===== config.mk =====
export PLATFORM = sky130hd
export DESIGN_NAME = ea_gen
export DESIGN_NICKNAME = d
export VERILOG_FILES = /design/src/rtl/ea_pkg.sv /design/src/rtl/ea_disp_ext.sv /design/src/rtl/ea_index_scale.sv /design/src/rtl/ea_sum3.sv /design/src/rtl/ea_gen.sv
export SDC_FILE = /design/constraint.sdc
export NUM_CORES = 1
export LEC_CHECK = 0
export BUFFER_PORTS_ARGS = -buffer_cell sky130_fd_sc_hd__buf_2
export CAP_MARGIN = 5
export CORE_ASPECT_RATIO = 1.25
export CORE_MARGIN = 5
export CORE_UTILIZATION = 55
export DETAILED_ROUTE_END_ITERATION = 10
export GPL_ROUTABILITY_DRIVEN = 0
export GPL_TIMING_DRIVEN = 0
export PLACE_DENSITY_LB_ADDON = 0.3
export SLEW_MARGIN = 0
export SYNTH_ARGS = -nofsm -noshare
export SYNTH_HDL_FRONTEND = slang
export SYNTH_HIERARCHICAL = 1
export SYNTH_SLANG_ARGS = --single-unit

===== constraint.sdc =====
create_clock -name clk -period 4.55 [get_ports clk]
set_input_delay 0.2275 -clock clk [delete_from_list [all_inputs] [get_ports clk]]
set_output_delay 0.2275 -clock clk [all_outputs]
set_load 0.01 [all_outputs]

===== src/rtl/ea_pkg.sv =====
package ea_pkg;

    typedef enum logic [2:0] {
        EA_DIRECT         = 3'd0,
        EA_INDIRECT       = 3'd1,
        EA_BASE_DISP      = 3'd2,
        EA_BASE_INDEX     = 3'd3,
        EA_BASE_INDEX_DSP = 3'd4
    } ea_mode_e;

    typedef enum logic [1:0] {
        DSZ_BYTE = 2'd0,
        DSZ_HALF = 2'd1,
        DSZ_FULL = 2'd2,
        DSZ_ALT  = 2'd3
    } ea_dsize_e;

    // operand enables chosen by the mode decoder
    typedef struct packed {
        logic use_base;
        logic use_index;
        logic use_disp;
    } ea_sel_t;

endpackage


===== src/rtl/ea_disp_ext.sv =====
module ea_disp_ext #(
    parameter int ADDR_W   = 32,
    parameter int NARROW_W = 8,
    parameter int MID_W    = 16
) (
    input  logic [ADDR_W-1:0] disp_raw,
    input  logic [1:0]        size_code,
    output logic [ADDR_W-1:0] disp_ext
);
    import ea_pkg::*;

    localparam int N_FORMS = 3;

    logic [ADDR_W-1:0] forms [N_FORMS];

    // one candidate per supported displacement width
    generate
        for (genvar g = 0; g < N_FORMS; g++) begin : g_form
            localparam int FW = (g == 0) ? NARROW_W : (g == 1) ? MID_W : ADDR_W;
            if (FW < ADDR_W) begin : g_narrow
                assign forms[g] = {{(ADDR_W-FW){disp_raw[FW-1]}}, disp_raw[FW-1:0]};
            end else begin : g_full
                assign forms[g] = disp_raw;
            end
        end
    endgenerate

    always_comb begin
        unique case (ea_dsize_e'(size_code))
            DSZ_BYTE: disp_ext = forms[0];
            DSZ_HALF: disp_ext = forms[1];
            default:  disp_ext = forms[2];
        endcase
    end

endmodule


===== src/rtl/ea_index_scale.sv =====
module ea_index_scale #(
    parameter int ADDR_W  = 32,
    parameter int SCALE_W = 2
) (
    input  logic [ADDR_W-1:0]  index_raw,
    input  logic [SCALE_W-1:0] scale_code,
    output logic [ADDR_W-1:0]  index_scaled
);
    localparam int N_SHIFTS = 1 << SCALE_W;

    logic [ADDR_W-1:0] shifted [N_SHIFTS];

    // fixed-shift candidates, then a single select (no barrel shifter)
    generate
        for (genvar s = 0; s < N_SHIFTS; s++) begin : g_shift
            if (s == 0) begin : g_none
                assign shifted[s] = index_raw;
            end else begin : g_some
                assign shifted[s] = {index_raw[ADDR_W-1-s:0], {s{1'b0}}};
            end
        end
    endgenerate

    assign index_scaled = shifted[scale_code];

endmodule


===== src/rtl/ea_sum3.sv =====
module ea_sum3 #(
    parameter int ADDR_W = 32
) (
    input  logic [ADDR_W-1:0] op_a,
    input  logic [ADDR_W-1:0] op_b,
    input  logic [ADDR_W-1:0] op_c,
    output logic [ADDR_W-1:0] sum
);
    // modulo-2^ADDR_W addition; carries out of the top bit are dropped
    always_comb begin
        sum = op_a + op_b + op_c;
    end

endmodule


===== src/rtl/ea_gen.sv =====
module ea_gen #(
    parameter int ADDR_W   = 32,
    parameter int SCALE_W  = 2,
    parameter int NARROW_W = 8,
    parameter int MID_W    = 16
) (
    input  logic               clk,
    input  logic               rst_n,
    input  logic               in_valid,
    input  logic [2:0]         mode,
    input  logic [1:0]         disp_size,
    input  logic [ADDR_W-1:0]  base,
    input  logic [ADDR_W-1:0]  index,
    input  logic [SCALE_W-1:0] scale,
    input  logic [ADDR_W-1:0]  disp,
    output logic               out_valid,
    output logic [ADDR_W-1:0]  ea
);
    import ea_pkg::*;

    typedef struct packed {
        logic              valid;
        logic [ADDR_W-1:0] addr;
    } ea_state_t;

    ea_state_t state_d, state_q;
    ea_sel_t   sel;

    logic [ADDR_W-1:0] disp_x, index_x;
    logic [ADDR_W-1:0] op_base, op_index, op_disp, sum_w;

    ea_disp_ext #(
        .ADDR_W  (ADDR_W),
        .NARROW_W(NARROW_W),
        .MID_W   (MID_W)
    ) u_disp (
        .disp_raw (disp),
        .size_code(disp_size),
        .disp_ext (disp_x)
    );

    ea_index_scale #(
        .ADDR_W (ADDR_W),
        .SCALE_W(SCALE_W)
    ) u_scale (
        .index_raw   (index),
        .scale_code  (scale),
        .index_scaled(index_x)
    );

    // mode decode: which operands take part in the sum
    always_comb begin
        sel = '0;
        unique case (mode)
            EA_DIRECT:         sel = '{use_base: 1'b0, use_index: 1'b0, use_disp: 1'b1};
            EA_INDIRECT:       sel = '{use_base: 1'b1, use_index: 1'b0, use_disp: 1'b0};
            EA_BASE_DISP:      sel = '{use_base: 1'b1, use_index: 1'b0, use_disp: 1'b1};
            EA_BASE_INDEX:     sel = '{use_base: 1'b1, use_index: 1'b1, use_disp: 1'b0};
            EA_BASE_INDEX_DSP: sel = '{use_base: 1'b1, use_index: 1'b1, use_disp: 1'b1};
            default:           sel = '0;  // reserved codes yield zero
        endcase
    end

    assign op_base  = sel.use_base  ? base    : '0;
    assign op_index = sel.use_index ? index_x : '0;
    assign op_disp  = sel.use_disp  ? disp_x  : '0;

    ea_sum3 #(.ADDR_W(ADDR_W)) u_sum (
        .op_a(op_base),
        .op_b(op_index),
        .op_c(op_disp),
        .sum (sum_w)
    );

    always_comb begin
        state_d       = state_q;
        state_d.valid = in_valid;
        if (in_valid) begin
            state_d.addr = sum_w;
        end
    end

    always_ff @(posedge clk) begin
        if (!rst_n) begin
            state_q <= '0;
        end else begin
            state_q <= state_d;
        end
    end

    assign out_valid = state_q.valid;
    assign ea        = state_q.addr;

    // valid follows the request by one cycle
    a_r2_valid_follows: assert property (@(posedge clk) disable iff (!rst_n)
        in_valid |=> out_valid);
    a_r2_idle_follows: assert property (@(posedge clk) disable iff (!rst_n)
        !in_valid |=> !out_valid);
    // address held while idle
    a_r3_hold: assert property (@(posedge clk) disable iff (!rst_n)
        !in_valid |=> $stable(ea));
    // indirect returns the base unchanged
    a_r5_indirect: assert property (@(posedge clk) disable iff (!rst_n)
        (in_valid && mode == 3'd1) |=> (ea == $past(base)));
    // direct byte displacement keeps its low byte and sign-fills
    a_r9_byte_sext: assert property (@(posedge clk) disable iff (!rst_n)
        (in_valid && mode == 3'd0 && disp_size == 2'd0)
        |=> (ea[NARROW_W-1:0] == $past(disp[NARROW_W-1:0])) &&
            ($countones(ea[ADDR_W-1:NARROW_W]) == ($past(disp[NARROW_W-1]) ? ADDR_W-NARROW_W : 0)));
    // with a zero base the shifted index has cleared low bits
    a_r7_scale_low_zero: assert property (@(posedge clk) disable iff (!rst_n)
        (in_valid && mode == 3'd3 && base == '0 && scale == SCALE_W'(1))
        |=> (ea[0] == 1'b0));
    // reserved codes give zero
    a_r11_reserved_zero: assert property (@(posedge clk) disable iff (!rst_n)
        (in_valid && mode > 3'd4) |=> (ea == '0));

endmodule


# == Word-level counts from Yosys, hierarchy flattened ==
# Cells that the tools add are included.
# word_totals
latchBits,0
output_inout_bits,33
reg_bits,33
mem_count,0
ramBits,0
inputBits,106
rom_bits,0
# classes
bitwise,1
add_sub_neg,2
n_mul,0
shift,0
muxes,8
n_eq_ne,5
n_reduce_logical,2
div_mod_pow,0
n_lt_le_gt_ge,1
# op_table
cell,count
2-to-1 mux 32 bit,5
adder 32 bit,2
binary-select mux 32 bit (select 2 bit),1
one-hot mux 32 bit (2 select lines),1
one-hot mux 3 bit (5 select lines),1
"== test 3 x 2 -> 1 bit, second input constant",2
"== test 3 x 1 -> 1 bit, second input constant",1
"== test 3 bit, second input constant",1
">= comparator 3 bit, second input constant",1
zero test 3 bit,1
NOT 2 -> 3 bit,1
"== test 2 x 1 -> 1 bit, second input constant",1
zero test 2 bit,1

# == Depth between registers and ports, before layout ==
# depth
word_depth,7
mapped_depth,19
depth_no_buf,17

# == Modules after synthesis ==
# Netlist, hierarchy kept.
# by_module_without_submodules
mod,n_inst,cells_each,area_each_um2,seq_area_each_um2
ea_gen,1,264,2389.8,660.6
ea_sum3,1,257,2263.4,0.0
ea_index_scale,1,71,704.4,0.0
ea_disp_ext,1,64,426.7,0.0

# == Least setup slack after synthesis ==
# No wires, ideal clock.
# synth_path
path_type,input to register
start,input mode[0]
end,register state_q (netlist bit ea[25])
setup_slack_ns,0.677
setup_time_ns,0.116
path_stages,16
arrival_ns,3.757
t_required_ns,4.434
cell_sequence,buf_2 or3_4 buf_6 and3_1 fa_1 ha_1 fa_1 a211oi_1 o21ai_2 a32o_2 a31o_4 a31oi_4 o21bai_2 xnor2_1 mux2i_1 nor2b_1
# synth_via
elab_chain_cells,5
# synth_lines
element,line,text
"start, declared",ea_gen.sv:10,"input logic [2:0] mode,"
== test 3 bit (tied with other cells),ea_gen.sv:54,unique case (mode)
one-hot mux 3 bit (5 select lines) (*),ea_gen.sv:54,
2-to-1 mux 32 bit (*),ea_gen.sv:64,assign op_base = sel.use_base ? base : '0;
via op_base[1],ea_gen.sv:30,"logic [ADDR_W-1:0] op_base, op_index, op_disp, sum_w;"
adder 32 bit (*) (2 in series),ea_sum3.sv:11,sum = op_a + op_b + op_c;
via sum_w[25],ea_gen.sv:30,
"end signal, assigned",ea_gen.sv:87,state_q <= state_d;
"end, declared",ea_gen.sv:26,"ea_state_t state_d, state_q;"
# Mark *: on every way through the listed nets, which the timed path passes. The rest lies on a longest branch.
# A chain may end at the register's enable or synchronous reset.

# == Worst setup path after layout ==
# layout_path
start,input mode[0]
end,register state_q (netlist bit ea[19])
# The elaborated chain is that of the path after synthesis.

==> flow_summary.ini <==
[status]
status = completed

[synth]
synth_edf_count = 0
synth_largest_area_cell = mux2i_1
synth_cells = 656
synth_ff_type = dfxtp_1
yosysWarningCount = 6
syn_area_mm2 = 0.00578
ys_types = 58
synth_top_cell_area_share_pct = 18.3
yosysMostFrequentCell = mux2i_1
synth_top_cells_by_count = 106 x mux2i_1, 36 x and2_1, 34 x and3_1, 34 x nor2b_1, 33 x dfxtp_1
ys_seq_area_share_pct = 11.4
synthArstFlopShare_pct = 0
synth_nets = 824
syn_avg_cell_area_um2 = 8.82
ys_top_cells_by_area = mux2i_1 18%, dfxtp_1 11%, fa_1 11%, ha_1 6.5%, and4b_1 5.5%
ys_seq_elements = 33

[cts]
ctsRootBufferMaster = clkbuf_16
path_clk_slew_ns = 0.05
cts_htree_levels = 2
cts_hold_buf = 0
cts_buffer_depth = 2
cts_setup_buffers = 0
cts_resized = 0
cts_tree = built
cts_buffers = 5
insertion_delay_ns = 0.27
cts_sinks = 33

[timing]
fmax_ghz = 0.240
setup_viol = 0
relSlewSlack_pct = 64.9
finalCritPeriodShare_pct = 91.6
clock_skew_ns = 0
whs_ns = 0.248
rsz0062_at_grt = false
finalHoldViolCount = 0
worst_pin_slew_ns = 0.523
final.setup.tns_ns = 0
final_max_slew_viol_count = 0
finalCriticalPeriod_ns = 4.17

[die]
die-area_mm2 = 0.0127
die_h_um = 125
io_pins = 139
fp.dieW_um = 102
core-area_mm2 = 0.0102
start_util_pct = 56.7
rows = 41

[run]
maxCapViolCount = 0

[grt]
gr-usage-met1_pct = 31.0
top_usage_layer = met2
grt_pass1_wl_mm = 25.1
grt-ovfl-total = 0
grt_usage_pct = 23.9
grt_use_met3_pct = 2.63
antenna_found_initial = 0
met2_usage_pct = 41.5
grt_pass1_vias = 5352
grt_max_degree = 13

[critical_path]
cp.required_ns = 4.76
start_kind = input pin
endpoint_kind = flip-flop
worstSetupPathType = input pin to flip-flop
cp_max_fo = 10
cp.arrival_ns = 4.38

[cells_and_area]
fin_util_pct = 66.0
drive_gt1_share_pct = 27.8
area_growth_pct = 16.5
diodes = 0
nets = 955

[detailed_routing]
wl_mm = 15.3
drtIter0Drc = 224
remaining_drc_errors = 0
antenna_left = 0
vias_per_cell = 5.65
dr.pass1.iters = 4
wire_per_inst_um = 16.7
vias = 5185

[min_path]
min_path_type = input pin to flip-flop

[pwr]
cellPowerDensity_mw_per_mm2 = 234
peakVddDrop_mv = 0.371
p_leak_nw = 3.61

[placed_design]
dpl.hpwl_mm = 13.1
port_buffers = 124
-- registers in the layout, summed over array words and instances (netlist names) --
register and count:
ea 32, out_valid 1
-- cell usage in the layout, fill, tap and decap left out, types with 2 or more instances in the layout --
master / instances
and4_1: 2
buf_6: 9
dfxtp_1: 33
o21bai_1: 3
xor2_1: 9
and2_1: 36
nor2_1: 11
o21ai_0: 24
nand3_1: 6
inv_1: 29
buf_4: 11
and3_1: 34
buf_8: 2
clkbuf_16: 5
xnor2_1: 21
nand2b_1: 3
o21ba_2: 2
nand4_1: 5
a211oi_1: 3
nand2_1: 31
clkbuf_1: 19
a31o_2: 32
a21oi_1: 31
mux2i_1: 106
a21o_1: 11
nor2b_1: 34
o211ai_1: 6
ha_1: 30
o22ai_1: 2
fa_1: 32
clkbuf_2: 2
buf_2: 143
and4b_1: 32
-- routing by layer --
metal / share of wire (%) / up-vias / wire length, um
met1: 43 / 2382 / 6610
met2: 49 / 152 / 7460
met5: 0 / - / 0
li1: - / 2625 / -
met3: 5.8 / 26 / 895
met4: 2.2 / 0 / 337
-- final timing paths --
kind | from | to | slack (ns) | cells past startpoint
setup / recovery | mode[0] | ea[19]$_SDFFE_PN0P_ | 0.38 | 16
hold / removal | rst_n | ea[24]$_SDFFE_PN0P_ | 0.25 | 2
setup reg to reg | ea[21]$_SDFFE_PN0P_ | ea[21]$_SDFFE_PN0P_ | 3.91 | 2
hold reg to reg | ea[24]$_SDFFE_PN0P_ | ea[24]$_SDFFE_PN0P_ | 0.51 | 2
-- worst max-delay path, stage by stage --
cell and delay, ns:
buf_2 0.15, o21ai_1 0.44, clkbuf_1 0.33, and3_1 0.26, fa_1 0.44, ha_1 0.24, fa_1 0.48, a211oi_1 0.38
o21ai_2 0.14, a32o_2 0.27, o21ai_0 0.35, nand2_1 0.10, a21oi_1 0.20, xnor2_1 0.16, mux2i_1 0.10, nor2b_1 0.11
-- area by class of cell --
| cell class | instances | area, um^2 |
|---|---|---|
| Clock inverter | 3 | 46.3 |
| Sequential cell | 33 | 661 |
| Buffer | 62 | 390 |
| Multi-Input combinational cell | 532 | 4620 |
| Inverter | 29 | 109 |
| Clock buffer | 5 | 125 |
| Tap cell | 129 | 161 |
| Timing Repair Buffer | 124 | 621 |
| Fill cell | 886 | 3470 |
-- power breakdown --
part           internal [W]  switching, W
logic              0.000382      0.000463
clock network      0.000259      0.000124
registers          0.000331     0.0000207
-- logic make-up after synthesis --
logic type / after synthesis / synth area share (%)
and+or+nand+nor: 198 / 21.8
AOI/OAI and AO/OA: 134 / 16.9
muxes: 108 / 19.1
buffers and inverters: 91 / 8.63
adders and majority gates: 62 / 17.6
DFF: 33 / 11.4
xor gates and xnor gates: 30 / 4.54
-- metrics by stage --
stage	area, um^2	cells	total power (W)	worst slack, ns
final	6740	917	0.00158	0.383
after global routing	6740	917	0.00170	0.171
after CTS	6740	917	0.00159	0.438
after detailed placement	6570	909	0.00119	0.182
after global placement	6570	909	0.00117	0.237
after floorplan	5780	656	0.000964	0.677
Power figures use the tool's default switching activity.
